==> src/rtl/minmax64_pkg.sv <==
// Package: operation codes shared by the unit, its checker and its bench.
package minmax64_pkg;
    typedef enum logic [2:0] {
        OP_LD_HI  = 3'd0,
        OP_LD_LO  = 3'd1,
        OP_MIN_HI = 3'd2,
        OP_MIN_LO = 3'd3,
        OP_MAX_HI = 3'd4,
        OP_MAX_LO = 3'd5,
        OP_CLR_V  = 3'd6,
        OP_NOP    = 3'd7
    } mm_op_e;
endpackage

==> src/rtl/mm_hi_cmp.sv <==
// Module: mm_hi_cmp
// Signed compare of the upper word with the operand. Produces the N/Z
// outcome and the greater/less indications. Pure combinational logic.
// Assumes both inputs are two's-complement words.
module mm_hi_cmp #(
    parameter int WORD_W = 32
) (
    input  logic [WORD_W-1:0] acc_i,
    input  logic [WORD_W-1:0] opnd_i,
    output logic              n_o,
    output logic              z_o,
    output logic              gt_o,
    output logic              lt_o
);
    // Signed relation between accumulator and operand
    always_comb begin
        lt_o = $signed(acc_i) < $signed(opnd_i);
        z_o  = acc_i == opnd_i;
        gt_o = !lt_o && !z_o;
        n_o  = lt_o;
    end
endmodule

==> src/rtl/mm_lo_sel.sv <==
// Module: mm_lo_sel
// Decides the lower-word action from the flags left by the upper step:
// load, unsigned compare, or hold. Pure combinational logic.
// Assumes N and Z describe the upper-word relation of the same pair.
module mm_lo_sel #(
    parameter int WORD_W = 32
) (
    input  logic [WORD_W-1:0] p_i,
    input  logic [WORD_W-1:0] opnd_i,
    input  logic              n_i,
    input  logic              z_i,
    input  logic              max_mode_i,
    output logic              take_o,
    output logic              set_v_o
);
    logic p_gt, p_lt, eq_case, force_case;

    // Unsigned relation of the lower words
    always_comb begin
        p_gt = p_i > opnd_i;
        p_lt = p_i < opnd_i;
    end

    // Flag-driven choice between forced load and conditional compare
    always_comb begin
        eq_case    = !n_i && z_i;
        force_case = max_mode_i ? (n_i && !z_i) : (!n_i && !z_i);
        set_v_o    = eq_case && (max_mode_i ? p_lt : p_gt);
        take_o     = force_case || set_v_o;
    end
endmodule

==> src/rtl/minmax64_unit.sv <==
// Module: minmax64_unit
// Two-step 64-bit min/max on the register pair {ACC,P}. Each started op
// completes at the sampling edge. A pending repeat count is discarded by
// any start, because the compare steps are not repeatable.
// Assumes lower-word steps follow an upper-word step of the same kind.
module minmax64_unit
    import minmax64_pkg::*;
#(
    parameter int WORD_W = 32,
    parameter int RPT_W  = 8
) (
    input  logic              clk,
    input  logic              rst_n,
    input  logic              start_i,
    input  logic [2:0]        op_i,
    input  logic [WORD_W-1:0] operand_i,
    input  logic              rpt_load_i,
    input  logic [RPT_W-1:0]  rpt_count_i,
    output logic [WORD_W-1:0] acc_o,
    output logic [WORD_W-1:0] p_o,
    output logic              n_o,
    output logic              z_o,
    output logic              v_o,
    output logic              done_o,
    output logic [RPT_W-1:0]  rpt_cnt_o
);
    localparam logic [WORD_W-1:0] WORD_ZERO = '0;

    mm_op_e            op;
    logic [WORD_W-1:0] acc_q, p_q;
    logic              n_q, z_q, v_q, done_q;
    logic [RPT_W-1:0]  rpt_q;
    logic              hi_n, hi_z, hi_gt, hi_lt;
    logic              lo_take, lo_set_v;

    assign op = mm_op_e'(op_i);

    mm_hi_cmp #(.WORD_W(WORD_W)) u_hi (
        .acc_i (acc_q),
        .opnd_i(operand_i),
        .n_o   (hi_n),
        .z_o   (hi_z),
        .gt_o  (hi_gt),
        .lt_o  (hi_lt)
    );

    mm_lo_sel #(.WORD_W(WORD_W)) u_lo (
        .p_i       (p_q),
        .opnd_i    (operand_i),
        .n_i       (n_q),
        .z_i       (z_q),
        .max_mode_i(op == OP_MAX_LO),
        .take_o    (lo_take),
        .set_v_o   (lo_set_v)
    );

    // Register pair and flags, updated by the selected op
    always_ff @(posedge clk) begin
        if (!rst_n) begin
            acc_q <= WORD_ZERO;
            p_q   <= WORD_ZERO;
            n_q   <= 1'b0;
            z_q   <= 1'b0;
            v_q   <= 1'b0;
        end else if (start_i) begin
            case (op)
                OP_LD_HI: acc_q <= operand_i;
                OP_LD_LO: p_q   <= operand_i;
                OP_MIN_HI, OP_MAX_HI: begin
                    n_q <= hi_n;
                    z_q <= hi_z;
                    if ((op == OP_MIN_HI) ? hi_gt : hi_lt)
                        acc_q <= operand_i;
                end
                OP_MIN_LO, OP_MAX_LO: begin
                    if (lo_take)  p_q <= operand_i;
                    if (lo_set_v) v_q <= 1'b1;
                end
                OP_CLR_V: v_q <= 1'b0;
                default: ;
            endcase
        end
    end

    // Completion pulse and repeat count (any start discards the count)
    always_ff @(posedge clk) begin
        if (!rst_n) begin
            done_q <= 1'b0;
            rpt_q  <= '0;
        end else begin
            done_q <= start_i;
            if (start_i)
                rpt_q <= '0;
            else if (rpt_load_i)
                rpt_q <= rpt_count_i;
        end
    end

    assign acc_o     = acc_q;
    assign p_o       = p_q;
    assign n_o       = n_q;
    assign z_o       = z_q;
    assign v_o       = v_q;
    assign done_o    = done_q;
    assign rpt_cnt_o = rpt_q;
endmodule

==> config.mk <==
export PLATFORM = sky130hd
export DESIGN_NAME = minmax64_unit
export DESIGN_NICKNAME = d
export VERILOG_FILES = /design/src/rtl/minmax64_pkg.sv /design/src/rtl/mm_hi_cmp.sv /design/src/rtl/mm_lo_sel.sv /design/src/rtl/minmax64_unit.sv
export SDC_FILE = /design/constraint.sdc
export NUM_CORES = 1
export LEC_CHECK = 0
export CAP_MARGIN = 20
export CORE_AREA = 5 5 120 122
export CTS_CLUSTER_SIZE = 16
export DETAILED_ROUTE_END_ITERATION = 8
export DIE_AREA = 0 0 125 127
export SYNTH_ARGS = -nofsm -noshare
export SYNTH_HDL_FRONTEND = slang
export SYNTH_SLANG_ARGS = --single-unit
export TNS_END_PERCENT = 100
==> constraint.sdc <==
create_clock -name clk -period 2.9 [get_ports clk]
set_input_delay 0.29 -clock clk [delete_from_list [all_inputs] [get_ports clk]]
set_output_delay 0.29 -clock clk [all_outputs]
set_load 0.03 [all_outputs]
==> out/metrics.cfg, run 1 <==
[cells_and_area]
design_area_sq_um = 7150
antenna_cells = 0
layout.nets = 793
drive_gt1_share_pct = 21.9
utilization_pct = 54.6
area_delta_synth_final_pct = 59.3
final_cells = 861

[timing]
final.setup.worst_slack_ns = 0.0415
final-hold-violation-count = 0
min_period_ns = 2.86
tightestPinTransition_ns = 0.666
whs_ns = 0.280
fin_skew_ns = 0.00711
timing.fmax_mhz = 350
drv_slew = 0
setup_violations = 0
fin_crit_sh_pct = 98.6
tns_ns = 0
rsz0062_at_grt = yes
slew_headroom_pct = 55.6

[floorplanning]
die_area_sq_um = 15900
ios = 123
core_area_sq_um = 13100
fp.dieH_um = 127
rows = 42
start_util_pct = 34.3
fp.dieW_um = 125

[yosys]
yosys.area.top_type = dfxtp_1
synth_nets = 619
synth.distinct_cells = 43
syn_inst = 508
yosysWarnings = 0
synth_area_sq_um = 4490
yosys.area.top_type_share_pct = 33.9
ys_seq_elements = 76
synth_seq_area_share_pct = 33.9
syn_avg_cell_area_sq_um = 8.83
yosys-top-cells-area = dfxtp_1 (34%), ha_1 (18%), mux2i_1 (16%)

[pwr]
power_density_nw_per_um2 = 405
power_leakage_nw = 3.21
finalPower_mw = 2.89
power_frac_comb_pct = 25.3
switching_share_pct = 29.6
ir_drop_mv = 0.300
power_frac_seq_pct = 39.5
power_switching_mw = 0.855
intPower_mw = 2.04
p_clk_share_pct = 35.2

[placement]
dp_hpwl_um = 10000
placed_cell_area_sq_um = 6240
pre_cts_slack_ns = -0.454
place_inst = 834
gp_congestion = 0.799
port_buffers = 122

[critical_path]
max_stage_delay_ns = 0.58
end_kind = flip-flop
required_ns = 3.16
crit_chain = ha_4, nand4_1, or4_4, or3_4, o21ai_4, a31oi_4, a221oi_4, buf_6, buf_12, mux2i_2
criticalPathCategory = reg2reg
cp_data_arrival_time_ns = 3.12
crit_slowest_cell = or4_4
path_max_fanout = 6
worstSetupStartpointType = flip-flop

[global_routing]
grt-ovfl-total = 0
grt_use_total_pct = 16.9
grt_max_degree = 65
grt_pass1_wl_um = 21600
grt_pass1_vias = 4266
antenna_found_initial = 0

[route]
firstDrtPassIters = 4
via_count = 4253
wirelength_um = 13900
drc = 0
drt-initial-drc-count = 159
wl_per_cell_um = 16.1
vias_per_cell = 4.94
postRouteAntennaNets = 0

[run_status]
status = completed

[flow_run]
maxCapViolations = 0

[clock_network]
cts-root-buf = clkbuf_16
cts_sinks = 76
cts_hold_buf = 0
clockBufferDepth = 2
cts_tree = built
insertion_delay_ns = 0.34
cts_buffers = 9
clk_pin_slew_ns = 0.06
htreeDepth = 3

[min_path]
hold_path.class = in2reg

[logic make-up (layout without fill, tap and decap cells)]
kind of cell,after synthesis,count (layout),synth area share (%)
simple gates,173,173,16.9
flops,76,76,33.9
mux,72,72,16.1
compound gates,65,65,9.17
fa+ha+maj,64,64,17.8
buf+inv,56,233,5.69
xor+xnor,2,2,0.390
[Yosys cell counts, drive strengths merged]
cell and instances:
o31ai 1, nor4 2, a31oi 2, o21ai 11, o31a 1, mux2i 72
nand2b 3, buf 6, a22oi 1, or4 2, nor2b 3, a21o 2
nor3 1, o41ai 1, or2 1, inv 36, nand3 4, a221oi 3
a211oi 2, a21oi 31, nand4 15, a32oi 2, o211ai 3, xor2 1
or3 4, nand2 117, and2 2, a2111o 1, clkbuf 14, dfxtp 76
nor3b 1, xnor2 1, nor2 16, ha 64, o221ai 1, and3 1
nand4b 1, o21a 3
[power by group through the flow]
stage	logic (mW)	clock network, mW	registers [mW]
4_1_cts	0.709	1.04	1.14
3_3_place_gp	0.634	0	1.16
6_report	0.732	1.02	1.14
3_5_place_dp	0.645	0	1.16
5_1_grt	0.791	1.10	1.15
2_1_floorplan	0.264	0	1.24
[state kept, by name (all words and copies together), names as in the netlist]
name,count
v_o,1
rpt_cnt_o,8
done_o,1
acc_o,32
p_o,32
z_o,1
n_o,1
[cell type report]
| class | instances | area [sq um] |
|---|---|---|
| Fill cell | 1177 | 5940 |
| Multi-Input combinational cell | 376 | 3150 |
| Timing Repair Buffer | 183 | 1850 |
| Sequential cell | 76 | 1530 |
| Clock buffer | 11 | 243 |
| Tap cell | 176 | 220 |
| Inverter | 36 | 135 |
| Clock inverter | 3 | 15.0 |
[path summary, 6_finish.rpt]
check | startpoint | slack, ns | to | cells past startpoint
worst min register to register | acc_o[16] | 0.48 | acc_o[16] | 2
worst min-delay path | operand_i[17] | 0.28 | acc_o[17] | 3
worst max-delay path | acc_o[17] | 0.04 | acc_o[25] | 10
worst max register to register | acc_o[17] | 0.04 | acc_o[25] | 10
[timing repair]
item / in CTS / in global routing
gates resized for setup: 65 / 50
setup buffers: 7 / 3
pin swaps: 30 / 25
endpoints found under the hold margin: 0 / 0
gates cloned: 4 / 1
setup endpoints to repair: 59 / 64
[worst max-delay path: cells and delay by family (launching register included)]
family	cells	cell delay (ns)
mux	1	0.20
fa+ha+maj	1	0.26
compound gates	3	0.48
simple gates	3	1.15
buf+inv	2	0.34
flops	1	0.35
[layer usage]
metal,routed length (um),track usage [%],vias to the layer above
li1,-,-,2133
met1,6370,20.6,2010
met2,6580,28.3,90
met3,607,4.26,20
met4,331,7.53,0
met5,0,0,-
[cells in the final DEF (no fill, tap or decap), types with 9 or more instances in the layout]
cell / n
clkdlybuf4s50_1: 89
a21oi_1: 30
dlymetal6s2s_1: 12
inv_2: 23
dfxtp_1: 69
mux2i_1: 71
clkbuf_16: 10
o21ai_0: 9
ha_1: 42
nand2_1: 116
dlygate4sd2_1: 20
nand4_1: 14
buf_4: 48
ha_4: 22
inv_1: 13
nor2_1: 16
(Power assumes the default switching activity.)
==> run 2, diff against run 1 <==
==> constraint.sdc (replaced) <==
create_clock -name clk -period 2.9 [get_ports clk]
set_input_delay 0.29 -clock clk [delete_from_list [all_inputs] [get_ports clk]]
set_output_delay 0.29 -clock clk [all_outputs]
set_load 0.01 [all_outputs]
==> results of run 2 <==
The final DEF is identical to that of run 1. Status: completed.
Main changes from that run: total power 2.89 mW -> 2.82 mW
==> run 3, diff against run 2 <==
Settings changed: CAP_MARGIN 20 to 10.
Clock period 2.9 ns to 3.5 ns, I/O delays scaled along.
==> run 3 against run 2 <==
  * Clock-buffer cell count is 2 lower
  * Hold slack better by 0.20 ns
  * Power is 13% lower
  * Critical path type is now in2reg
  * Final cell count is 5.8% lower
  * Highest routed layer unchanged
  * Routed wire length is 11% lower
  * Sequential power is 17% lower
==> out/metrics.cfg, run 3 (same netlist as run 1, synthesis figures left out) <==
[run_status]
status = completed

[cells_and_area]
drive_gt1_share_pct = 4.88
layout_commonest_cell = clkdlybuf4s50_1
design_area_sq_um = 6290
most-common-layout-cells = clkdlybuf4s50_1 (121), nand2_1 (117), dfxtp_1 (76), mux2i_1 (72), ha_1 (64)
utilization_pct = 48.1
layout.nets = 741
area_delta_synth_final_pct = 40.2
antenna_cells = 0
fillers = 1235

[critical_path]
cp_data_arrival_time_ns = 3.35
max_stage_delay_ns = 0.58
path_max_fanout = 16
required_ns = 3.76
crit_chain = clkdlybuf4s50_1, inv_1, ha_1, nand4_2, or4_4, or3_1, o21ai_1, a31oi_1, a221oi_4, buf_12, mux2i_1
end_kind = flip-flop
reg2reg_slack_ns = 0.62
criticalPathCategory = in2reg
worstSetupStartpointType = primary input
crit_slowest_cell = or4_4

[global_routing]
grt_use_total_pct = 15.9
grt_max_degree = 45
antenna_found_initial = 0
grt_pass1_vias = 4116
grt-ovfl-total = 0
grt_pass1_wl_um = 20600

[timing]
fin_skew_ns = 0.00684
slew_headroom_pct = 50.7
timing.fmax_mhz = 324
final-hold-violation-count = 0
min_period_ns = 3.08
drv_slew = 0
fin_crit_sh_pct = 88.1
whs_ns = 0.483
setup_violations = 0
rsz0062_at_grt = no
tightestPinTransition_ns = 0.739
tns_ns = 0

[floorplanning]
core_area_sq_um = 13100
ios = 123
start_util_pct = 34.3
fp.dieW_um = 125
die_area_sq_um = 15900
rows = 42
fp.dieH_um = 127

[route]
vias_per_cell = 4.88
wirelength_um = 12400
drt-initial-drc-count = 161
drc = 0
via_count = 3957
postRouteAntennaNets = 0
firstDrtPassIters = 5
wl_per_cell_um = 15.3

[clock_network]
cts_resized = 0
cts_setup_buffers = 0
cts-root-buf = clkbuf_16
insertion_delay_ns = 0.34
clk_pin_slew_ns = 0.06
cts_sinks = 76
cts_hold_buf = 0
cts_buffers = 9
htreeDepth = 3
clockBufferDepth = 2
cts_tree = built

[placement]
gp_congestion = 0.827
placed_cell_area_sq_um = 5940
port_buffers = 122
dp_hpwl_um = 9870

[pwr]
power_density_nw_per_um2 = 390
ir_drop_mv = 0.195
intPower_mw = 1.83
p_clk_share_pct = 44.0
power_leakage_nw = 2.82
power_switching_mw = 0.628
power_frac_seq_pct = 38.3
power_frac_comb_pct = 17.6
switching_share_pct = 25.6

[min_path]
hold_path.class = reg2reg

[flow_run]
maxCapViolations = 0

run 3: cell count changes in the layout (fill, tap and decap cells not counted), moves of 3 or more:
| cell | delta |
|---|---|
| buf_4 | -43 |
| clkdlybuf4s50_1 | +32 |
| inv_1 | +23 |
| inv_2 | -23 |
| ha_1 | +22 |
| ha_4 | -22 |
| dlygate4sd2_1 | -20 |
| dlymetal6s2s_1 | -12 |
| dfxtp_1 | +7 |
| dfxtp_2 | -6 |
| buf_12 | -3 |
| buf_16 | -3 |
| bufinv_16 | +3 |
| clkinv_2 | -3 |
run 3: power by group through the flow:
stage               clock network (mW)  registers, mW  logic (mW)
floorplan                            0          0.968       0.219
global placement                     0          0.959       0.427
detailed placement                   0          0.960       0.436
CTS                               1.10          0.941       0.439
global route                      1.15          0.946       0.482
finish                            1.08          0.941       0.433
run 3: per-stage QoR:
stage / setup WS [ns] / power [mW] / cells
floorplan: 0.670 / 1.19 / 508
global placement: 0.138 / 1.39 / 795
detailed placement: 0.0484 / 1.40 / 795
CTS: 0.402 / 2.48 / 811
global route: 0.218 / 2.58 / 811
finish: 0.416 / 2.45 / 811
run 3: routing by layer:
layer  up-vias  part of all wire [%]  GRT usage, %
met1      1844                    46          20.0
li1       2021                     -             -
met3        14                   4.6          4.17
met2        78                    48          26.5
met4         0                   1.9          5.80
met5         -                     0             0
run 3: layout make-up:
type | count | area, sq um | share of cell area [%]
inverters | 36 | 135 | 2.15
well taps | 176 | 220 | 3.50
clock inverters | 7 | 124 | 1.97
clock buffers | 9 | 225 | 3.58
multi-input cells | 376 | 2730 | 43.4
repair buffers | 131 | 1330 | 21.2
flip-flops and latches | 76 | 1520 | 24.2
run 3: worst max-delay path, delay by kind of cell:
family / cells / cell delay, ns
compound gates: 3 / 0.60
buf+inv: 3 / 0.79
mux: 1 / 0.21
fa+ha+maj: 1 / 0.32
simple gates: 3 / 1.06
run 3: path summary, 6_finish.rpt:
kind,startpoint,to,cells past startpoint
max,operand_i[30],acc_o[17],11
min,p_o[7],p_o[7],2
max reg2reg,acc_o[26],acc_o[17],9
min reg2reg,p_o[7],p_o[7],2
